$ cat config.mk
export PLATFORM = sky130hd
export DESIGN_NAME = sleep_sequencer
export DESIGN_NICKNAME = d
export VERILOG_FILES = /design/src/rtl/sleep_pkg.sv /design/src/rtl/sleep_sync.sv /design/src/rtl/sleep_fsm.sv /design/src/rtl/access_gate.sv /design/src/rtl/sleep_sequencer.sv
export SDC_FILE = /design/constraint.sdc
export NUM_CORES = 1
export LEC_CHECK = 0
export BUFFER_PORTS_ARGS = -buffer_cell sky130_fd_sc_hd__buf_2
export CAP_MARGIN = 25
export CORE_AREA = 2 2 39 41
export CTS_CLUSTER_DIAMETER = 120
export DETAILED_ROUTE_END_ITERATION = 12
export DIE_AREA = 0 0 41 43
export PLACE_DENSITY = 0.45
export SLEW_MARGIN = 20
export SYNTH_ARGS = -nofsm -noshare
export SYNTH_HDL_FRONTEND = slang
export SYNTH_SLANG_ARGS = --single-unit
$ cat constraint.sdc
create_clock -name clk -period 1.2 [get_ports clk]
set_input_delay 0.18 -clock clk [delete_from_list [all_inputs] [get_ports clk]]
set_output_delay 0.18 -clock clk [all_outputs]
set_load 0.05 [all_outputs]
$ cat src/rtl/sleep_pkg.sv
// Shared types for the sleep sequencer.
package sleep_pkg;
    typedef enum logic [2:0] {
        ST_AWAKE   = 3'd0,
        ST_ENTER   = 3'd1,
        ST_SLEEP   = 3'd2,
        ST_EXIT    = 3'd3,
        ST_RECOVER = 3'd4
    } slp_state_t;
endpackage

$ cat src/rtl/sleep_sync.sv
// Multi-flop synchroniser for the asynchronous sleep request.
// Assumes: STAGES >= 2; the reset value is the awake level (0).
module sleep_sync #(
    parameter int STAGES = 2
) (
    input  logic clk,
    input  logic rst_n,
    input  logic async_in,
    output logic sync_out
);
    logic [STAGES-1:0] chain;

    genvar g;
    generate
        for (g = 0; g < STAGES; g++) begin : g_stage
            // shift one stage per clock
            always_ff @(posedge clk) begin
                if (!rst_n) chain[g] <= 1'b0;
                else if (g == 0) chain[g] <= async_in;
                else chain[g] <= chain[(g > 0) ? g-1 : 0];
            end
        end
    endgenerate

    assign sync_out = chain[STAGES-1];
endmodule

$ cat src/rtl/sleep_fsm.sv
// Entry / sleep / exit / recovery state machine with one shared down-counter.
// Assumes: every cycle count is at least 1; the request is already synchronised.
module sleep_fsm
    import sleep_pkg::*;
#(
    parameter int ENTER_CYC   = 2,
    parameter int EXIT_CYC    = 2,
    parameter int RECOVER_CYC = 2
) (
    input  logic       clk,
    input  logic       rst_n,
    input  logic       req_s,
    output slp_state_t state
);
    localparam int MAXC = (ENTER_CYC > EXIT_CYC) ?
                          ((ENTER_CYC > RECOVER_CYC) ? ENTER_CYC : RECOVER_CYC) :
                          ((EXIT_CYC > RECOVER_CYC) ? EXIT_CYC : RECOVER_CYC);
    localparam int CW = (MAXC > 1) ? $clog2(MAXC) : 1;
    localparam logic [CW-1:0] ENTER_LD = CW'(ENTER_CYC - 1);
    localparam logic [CW-1:0] EXIT_LD  = CW'(EXIT_CYC - 1);
    localparam logic [CW-1:0] REC_LD   = CW'(RECOVER_CYC - 1);

    logic [CW-1:0] cnt;
    logic          done;
    assign done = (cnt == '0);

    // advance the sequence and reload the counter at each phase change
    always_ff @(posedge clk) begin
        if (!rst_n) begin
            state <= ST_AWAKE;
            cnt   <= '0;
        end else begin
            unique case (state)
                ST_AWAKE: if (req_s) begin
                    state <= ST_ENTER;
                    cnt   <= ENTER_LD;
                end
                ST_ENTER: if (done) state <= ST_SLEEP;
                          else      cnt   <= cnt - 1'b1;
                ST_SLEEP: if (!req_s) begin
                    state <= ST_EXIT;
                    cnt   <= EXIT_LD;
                end
                ST_EXIT: if (done) begin
                    state <= ST_RECOVER;
                    cnt   <= REC_LD;
                end else cnt <= cnt - 1'b1;
                ST_RECOVER: if (done) state <= ST_AWAKE;
                            else      cnt   <= cnt - 1'b1;
                default: begin
                    state <= ST_AWAKE;
                    cnt   <= '0;
                end
            endcase
        end
    end
endmodule

$ cat src/rtl/access_gate.sv
// Qualifies access starts and records activity seen in the recovery window.
// Assumes: block and recover are never both high.
module access_gate (
    input  logic clk,
    input  logic rst_n,
    input  logic block,
    input  logic recover,
    input  logic sel1_n,
    input  logic sel2,
    input  logic sel3_n,
    input  logic cpu_as_n,
    input  logic ctl_as_n,
    output logic acc_start,
    output logic rec_viol
);
    logic selected, strobe, activity;

    // decode chip select and strobe activity
    always_comb begin
        selected  = !sel1_n && sel2 && !sel3_n;
        strobe    = !cpu_as_n || !ctl_as_n;
        activity  = selected || strobe;
        acc_start = selected && strobe && !block && !recover;
    end

    // sticky flag for activity inside the recovery window
    always_ff @(posedge clk) begin
        if (!rst_n)                   rec_viol <= 1'b0;
        else if (recover && activity) rec_viol <= 1'b1;
    end
endmodule

$ cat src/rtl/sleep_sequencer.sv
// Top: synchroniser, sequencing FSM and access gate for sleep control.
// Assumes: the caller deselects the chip before requesting sleep.
module sleep_sequencer
    import sleep_pkg::*;
#(
    parameter int SYNC_STAGES = 2,
    parameter int ENTER_CYC   = 2,
    parameter int EXIT_CYC    = 2,
    parameter int RECOVER_CYC = 2
) (
    input  logic clk,
    input  logic rst_n,
    input  logic sleep_req,
    input  logic sel1_n,
    input  logic sel2,
    input  logic sel3_n,
    input  logic cpu_as_n,
    input  logic ctl_as_n,
    output logic asleep,
    output logic in_block,
    output logic rec_viol,
    output logic data_float,
    output logic acc_start
);
    logic       req_s;
    slp_state_t state;
    logic       recover;

    sleep_sync #(.STAGES(SYNC_STAGES)) u_sync (
        .clk(clk), .rst_n(rst_n), .async_in(sleep_req), .sync_out(req_s)
    );

    sleep_fsm #(
        .ENTER_CYC(ENTER_CYC), .EXIT_CYC(EXIT_CYC), .RECOVER_CYC(RECOVER_CYC)
    ) u_fsm (
        .clk(clk), .rst_n(rst_n), .req_s(req_s), .state(state)
    );

    // decode state into port flags
    always_comb begin
        asleep     = (state == ST_SLEEP);
        in_block   = (state == ST_ENTER) || (state == ST_SLEEP) || (state == ST_EXIT);
        recover    = (state == ST_RECOVER);
        data_float = (state != ST_AWAKE);
    end

    access_gate u_gate (
        .clk(clk), .rst_n(rst_n), .block(in_block), .recover(recover),
        .sel1_n(sel1_n), .sel2(sel2), .sel3_n(sel3_n),
        .cpu_as_n(cpu_as_n), .ctl_as_n(ctl_as_n),
        .acc_start(acc_start), .rec_viol(rec_viol)
    );
endmodule

==> results.cfg, run 1 <==
[clocking]
cts_sinks = 7
cts-root-buf = clkbuf_4
cts_buffer_depth = 2
hold_buffers = 0
cts_made_buffers = 3
htree_levels = 1
clk_pin_slew_ns = 0.06
cts_tree = built
clk_latency_ns = 0.25

[final_layout]
nets = 65
diodes = 0
drive_above_1_share = 0.518
final_core_util = 0.398
n_fill_cell = 142
layoutNonFillerInstCount = 72
syn2layout_area_growth_pct = 64.2

[floorplanning]
die_y_um = 43
start_util = 0.242
io_pins = 13
core_area_um2 = 1380
placementRows = 14
dieArea_um2 = 1760
die_w_um = 41

[route]
wl_met3_um = 63
antenna_left = 0
dr.pass1.iters = 2
met1Wirelength_um = 313
wirelength_um = 710
maxUsedRoutingLayer = met3
wl_per_cell_um = 9.86
vias = 314
drc_errors = 0
dr_wl_met2_um = 333
viasPerCell = 4.36
drt_iter0_drc = 2

[synth]
postSynth.asyncResetShare = 0
synth_edf_count = 0
synth-seq-cells = 7
synthTopCellsByCount = dfxtp_1, nor2b_1, nand2b_1
ys_seq_area_frac = 0.418
syn-num-nets = 43
syn-cell-area_um2 = 335
yosysTopAreaCellShare = 0.418
ys.flop_type = dfxtp_1
netlist.top_cell.by_area = dfxtp_1
synth_most_common_cell = dfxtp_1
synth_cell_type_count = 18
avgSynthCellArea_um2 = 9.58
yosys_warnings = 0
synth_area_leaders = dfxtp_1, nor2b_1, nand2b_1, xnor2_1, a2111oi_2
syn_inst = 35

[power_and_ir_drop]
power.density_nw_per_um2 = 1830
ir_drop_mv = 0.513
power_leakage_uw = 0.000234

[sta]
fin_tns_setup_ns = -0.568
final_hold_viol_count = 0
fin_skew_ns = 0.00521
grt_setup_unrepaired = yes
layout_setup_ws_ns = -0.188
setup_violations = 4
report.final.slew_viol_count = 0
slew_headroom = 0.821
period_needed_ns = 1.39
tightestPinTransition_ns = 0.269
final.period_utilization = 1.16
fmax_ghz = 0.721

[critical_path]
arrival_ns = 1.21
critPathCaptureType = primary output
worstSetupPathType = reg2out
worst-path-max-fanout = 4
start_kind = flip-flop
required_ns = 1.02

[global_route]
globalRoute.totalOverflow = 0
grt_pass1_wl_mm = 1.11
grt_max_degree = 7
antenna_found_initial = 0
first_global_vias = 289
grt_usage = 0.0937

[worst_hold_path]
hold_class = in2reg

[placement]
dpl_worst_slack_ns = -0.0110
io_buffer_count = 12
place_inst = 67
place_congestion = 0.789

[flow_run]
cap_viol_max_count = 0

[run_status]
violations = negative setup slack
status = finished, violations left
-- logic make-up (layout without fill, tap and decap cells) --
| kind of cell | Yosys count | count (layout) | synth area share |
|---|---|---|---|
| and+or+nand+nor | 19 | 19 | 0.362 |
| DFF | 7 | 7 | 0.418 |
| AOI/OAI and AO/OA | 6 | 6 | 0.157 |
| xor gates and xnor gates | 2 | 2 | 0.0522 |
| buffers and inverters | 1 | 22 | 0.0112 |
-- path summary, 6_finish.rpt --
kind | start | depth (start not counted) | endpoint | slack [ns]
worst min-delay path | sleep_req | 2 | u_sync.chain[0] | 0.14
worst max-delay path | u_fsm.state[1] | 4 | acc_start | -0.19
worst max register to register | u_fsm.state[0] | 4 | u_fsm.state[2] | 0.18
worst min register to register | u_sync.chain[0] | 1 | u_sync.sync_out | 0.43
-- final cells by class --
cell class	instances	area (µm²)	area share
multi-input combinational	27	224	0.407
sequential	7	146	0.266
inverter	1	3.75	0.00682
timing repair buffer	17	130	0.236
tap	16	20.0	0.0364
clock buffer	4	26.3	0.0477
-- timing repair --
item	4_1_cts	5_1_grt
buffers inserted	0	1
pin swaps	0	1
resized for setup	12	2
setup endpoints to repair	4	4
-- routing by layer --
layer	vias up	GRT usage
met3	0	0.0471
met2	12	0.141
li1	164	-
met4	0	0.0400
met5	-	0
met1	138	0.107
-- registers in the layout (all words and copies together) (netlist names) --
| signal | count |
|---|---|
| u_fsm.cnt | 1 |
| u_fsm.state | 3 |
| u_gate.rec_viol | 1 |
| u_sync.chain | 1 |
| u_sync.sync_out | 1 |
-- critical path, cell delays in order, from the launching register on --
cell       delay (ns)
dfxtp_4          0.36
nor2_4           0.10
xnor2_2          0.08
a2111oi_4        0.21
buf_6            0.21
-- cells in the final DEF (no fill, tap or decap), drive strengths merged --
master   instances
a2111oi          1
a21oi            2
a32oi            1
and2             2
and2b            2
buf             17
clkbuf           4
dfxtp            7
inv              1
nand2b           3
nand3b           1
nor2             3
nor2b            4
nor3             2
nor3b            1
o2111a           1
o21bai           1
or3              1
xnor2            2
-- per-stage QoR --
step,cell area (µm²),hold slack [ns],power (µW)
2_1_floorplan,363,0.302,580
3_3_place_gp,473,0.390,686
3_5_place_dp,473,0.389,692
4_1_cts,536,0.134,972
5_1_grt,551,0.140,1070
6_report,551,0.140,1010
-- where the power goes --
part	switching, µW	internal (µW)
combinational	260	243
sequential	26.4	264
clock	84.7	127
(Power assumes the default switching activity.)
==> inputs of run 2 (changes only) <==
CTS_BUF_LIST = sky130_fd_sc_hd__clkbuf_4 sky130_fd_sc_hd__clkbuf_8   (was not set)
PLACE_DENSITY = 0.46   (was 0.45)
SYNTH_HIERARCHICAL = 1   (was not set)
==> results.cfg, run 2 <==
[power_and_ir_drop]
swShare = 0.365
power_frac_comb = 0.459
clock_power_share = 0.244
ir_drop_mv = 0.587
pwr-share-seq = 0.296
p_sw_uw = 363
p_int_uw = 632
power.density_nw_per_um2 = 1760
power_leakage_uw = 0.000232

[sta]
slew_headroom = 0.826
grt_setup_unrepaired = yes
final_hold_viol_count = 0
fin_skew_ns = 0.00179
final.period_utilization = 1.19
tightestPinTransition_ns = 0.261
period_needed_ns = 1.43
setup_violations = 3
fmax_ghz = 0.701
report.final.slew_viol_count = 0
fin_tns_setup_ns = -0.524
layout_setup_ws_ns = -0.227

[global_route]
grt_usage = 0.0856
first_global_vias = 257
antenna_found_initial = 0
grt_pass1_wl_um = 986
grt_max_degree = 8
globalRoute.totalOverflow = 0

[synth]
ys_seq_area_frac = 0.404
synth_edf_count = 0
synth-seq-cells = 7
synth_cell_type_count = 21
syn-num-nets = 42
synth_area_leaders = dfxtp_1, a2111oi_4, nor2b_1, a41oi_2, nor3b_1
synth_most_common_cell = dfxtp_1
yosysTopAreaCellShare = 0.404
postSynth.asyncResetShare = 0
syn-cell-area_um2 = 347
synthTopCellsByCount = dfxtp_1, nor2b_1
avgSynthCellArea_um2 = 10.2
yosys_warnings = 6
syn_inst = 34
netlist.top_cell.by_area = dfxtp_1
ys.flop_type = dfxtp_1

[critical_path]
critPathCaptureType = primary output
start_kind = flip-flop
reg2reg_depth = 4
worstSetupPathType = reg2out
crit_start = u_fsm/state[1]
required_ns = 1.02
crit_path_end = data_float
worst-path-max-fanout = 4
r2r_end = u_fsm/state[2]
reg2reg_setup_slack_ns = 0.17
arrival_ns = 1.25
r2r_start = u_fsm/state[0]

[flow_run]
cap_viol_max_count = 0

[clocking]
cts_sinks = 7
cts-root-buf = clkbuf_4
htree_levels = 1
cts_tree = built
cts_setup_buffers = 0
clk_pin_slew_ns = 0.05
cts_buffer_depth = 2
cts_made_buffers = 3
clk_latency_ns = 0.25

[floorplanning]
placementRows = 14
die_y_um = 43
io_pins = 13
die_w_um = 41
core_area_um2 = 1380
dieArea_um2 = 1760
start_util = 0.250

[route]
antenna_left = 0
wl_per_cell_um = 9.92
dr.pass1.iters = 2
wirelength_um = 704
vias = 310
viasPerCell = 4.37
drt_iter0_drc = 1
drc_errors = 0

[final_layout]
largest-register = u_fsm/state
layoutNonFillerInstCount = 71
final_core_util = 0.408
layout_common_cells = buf_2, buf_6, clkbuf_4, dfxtp_1
syn2layout_area_growth_pct = 62.8
drive_above_1_share = 0.582
largest_reg_flops = 3
layout_commonest_cell = buf_2
diodes = 0
nets = 64

[worst_hold_path]
hold_class = in2reg

[placement]
io_buffer_count = 12
place_congestion = 0.773
dp_hpwl_um = 507
place_inst = 68

[run_status]
violations = negative setup slack
status = finished, violations left
[run 2: cell families after synthesis]
group	count (synthesis)	synth area share
simple gates	16	0.310
xor+xnor	1	0.0253
buf+inv	2	0.0217
compound gates	8	0.238
flops	7	0.404
[run 2: worst min-delay path by stage]
| stage | from | to | slack (ns) | cells after the start |
|---|---|---|---|---|
| floorplan | sleep_req | u_sync/chain[0] | 0.30 | 1 |
| detailed placement | sleep_req | u_sync/chain[0] | 0.38 | 2 |
| finish | sleep_req | u_sync/chain[0] | 0.13 | 2 |
| global route | sleep_req | u_sync/chain[0] | 0.12 | 2 |
| global placement | sleep_req | u_sync/chain[0] | 0.39 | 2 |
| CTS | sleep_req | u_sync/chain[0] | 0.11 | 2 |
[run 2: area by class of cell]
type / instances / area [µm²]
tap: 16 / 20.0
fill: 141 / 820
sequential: 7 / 146
multi-input combinational: 25 / 226
timing repair buffer: 17 / 134
inverter: 2 / 7.51
clock buffer: 4 / 30.0
[run 2: critical path, cell delays in order (launching register included)]
cell and delay [ns]:
dfxtp_4 0.36, buf_6 0.11, or3_4 0.36, buf_8 0.16
[run 2: metal layers]
| metal | wire length (µm) | vias up | GRT usage |
|---|---|---|---|
| li1 | - | 165 | - |
| met2 | 289 | 12 | 0.100 |
| met4 | 14 | 0 | 0.0800 |
| met5 | 0 | - | 0 |
| met3 | 57 | 2 | 0.0157 |
| met1 | 342 | 131 | 0.123 |
[run 2: power by group through the flow]
stage	sequential (µW)	clock (µW)	combinational, µW
after global placement	286	0	375
after floorplan	298	0	261
after detailed placement	286	0	375
final	295	243	457
after CTS	285	258	421
after global routing	298	267	486
[run 2: per-stage QoR]
| stage | setup slack (ns) | cell area [µm²] | hold slack (ns) | total power [µW] |
|---|---|---|---|---|
| floorplan | -0.304 | 358 | 0.302 | 559 |
| global placement | -0.265 | 483 | 0.390 | 662 |
| detailed placement | -0.276 | 483 | 0.385 | 662 |
| CTS | -0.286 | 544 | 0.112 | 964 |
| global route | -0.264 | 564 | 0.118 | 1050 |
| finish | -0.227 | 564 | 0.129 | 996 |
[run 2: what timing repair did]
item                                    in CTS  in global routing
hold buffers                                 0                  0
pin swaps                                    2                  1
endpoints found under the setup margin       4                  4
resized for setup                           11                  8
==> inputs of run 3 (changes only) <==
PLACE_DENSITY = 0.45   (was 0.46)
SYNTH_HIERARCHICAL = not set   (was 1)
==> results.cfg, run 3 (synthesis results as in run 1) <==
[run_status]
status = finished, violations left
violations = negative setup slack

[placement]
dpl_worst_slack_ns = -0.0110
place_congestion = 0.789
io_buffer_count = 12

[final_layout]
drive_above_1_share = 0.536
syn2layout_area_growth_pct = 65.3
largest_reg_flops = 3
layout_common_cells = buf_2, clkbuf_4, buf_6, buf_4, dfxtp_1
layout_commonest_cell = buf_2
multi_input_area_um2 = 224
seq_area_um2 = 146
nets = 65
largest-register = u_fsm.state
diodes = 0
n_fill_cell = 142

[sta]
grt_setup_unrepaired = yes
fin_skew_ns = 0.00574
report.final.slew_viol_count = 0
fin_tns_setup_ns = -0.571
fmax_ghz = 0.720
final.period_utilization = 1.16
layout_setup_ws_ns = -0.189
slew_headroom = 0.821
tightestPinTransition_ns = 0.269
final_hold_viol_count = 0
period_needed_ns = 1.39
holdWs_ns = 0.140
setup_violations = 4

[critical_path]
arrival_ns = 1.21
r2r_start = u_fsm.state[0]
path_delay_family = flip-flops
worstSetupPathType = reg2out
crit_chain = nor2_4 -> xnor2_2 -> a2111oi_4 -> buf_6
reg2reg_setup_slack_ns = 0.18
crit_slowest_cell = dfxtp_4
r2r_end = u_fsm.state[2]
critPathCaptureType = primary output
start_kind = flip-flop
reg2reg_depth = 4
required_ns = 1.02
worst-path-max-fanout = 4
cp_num_buf_inv = 1
slowest_delay_ns = 0.36

[power_and_ir_drop]
fin_total_pwr_uw = 1030
power_leakage_uw = 0.000237
ir_drop_mv = 0.516
power.density_nw_per_um2 = 1860

[route]
drc_errors = 0
viasPerCell = 4.36
vias = 314
dr.pass1.iters = 2
drt_iter0_drc = 2
wl_per_cell_um = 9.79
wirelength_um = 705
antenna_left = 0

[global_route]
antenna_found_initial = 0
first_global_vias = 289
globalRoute.totalOverflow = 0
grt_pass1_wl_mm = 1.11
grt_max_degree = 7
grt_usage = 0.0937

[clocking]
htree_levels = 1
cts_made_buffers = 3
hold_buffers = 0
cts_buffer_depth = 2
clk_latency_ns = 0.25
cts_tree = built
cts_sinks = 7
cts-root-buf = clkbuf_4
clk_pin_slew_ns = 0.06

[floorplanning]
io_pins = 13
dieArea_um2 = 1760
core_area_um2 = 1380
placementRows = 14
start_util = 0.242
die_y_um = 43
die_w_um = 41

[flow_run]
cap_viol_max_count = 0

[worst_hold_path]
holdPathEnd = u_sync.chain[0]
whs_path_depth = 2
hold_path.startpoint = sleep_req
hold_class = in2reg
[run 3: metrics by stage]
stage | instance area, µm² | cells | utilization
4_1_cts | 539 | 71 | 0.390
3_3_place_gp | 473 | 67 | 0.342
2_1_floorplan | 363 | 35 | -
5_1_grt | 554 | 72 | 0.401
3_5_place_dp | 473 | 67 | 0.342
6_report | 554 | 72 | 0.401
[run 3: worst max-delay path by stage]
stage                               from    endpoint  cells after the start
after CTS                 u_fsm.state[0]  data_float                      3
after floorplan           u_fsm.state[0]   acc_start                      3
final                     u_fsm.state[1]   acc_start                      4
after global placement    u_fsm.state[1]   acc_start                      4
after global routing      u_fsm.state[1]   acc_start                      4
after detailed placement          sel1_n   acc_start                      4
[run 3: worst register-to-register path, stage by stage, from the launching register on]
cell and delay, ns:
dfxtp_2 0.33, buf_4 0.15, and2b_1 0.19, a32oi_1 0.17, nor2b_1 0.06
[run 3: area by class of cell]
cell class,instances,share of cell area
multi-input combinational,27,0.404
sequential,7,0.264
timing repair buffer,17,0.235
clock buffer,4,0.0542
tap,16,0.0361
inverter,1,0.00677
[run 3: power by group]
group	internal (µW)	switching, µW	total [µW]	leakage, µW
Sequential	264	26.3	291	0.0000589
Clock	149	85.2	235	0.0000184
Combinational	243	260	503	0.000160
Total	657	372	1030	0.000237
[run 3: routing by layer]
layer	routed length, µm	vias up	GRT usage
met3	63	0	0.0471
met1	305	138	0.107
met4	0	0	0.0400
met5	0	-	0
li1	-	164	-
met2	336	12	0.141
[run 3: what timing repair did]
| item | in CTS | in global routing |
|---|---|---|
| resized for setup | 12 | 2 |
| buffers inserted | 0 | 1 |
| endpoints found under the setup margin | 4 | 4 |
| gates cloned | 0 | 0 |
| pin swaps | 0 | 1 |
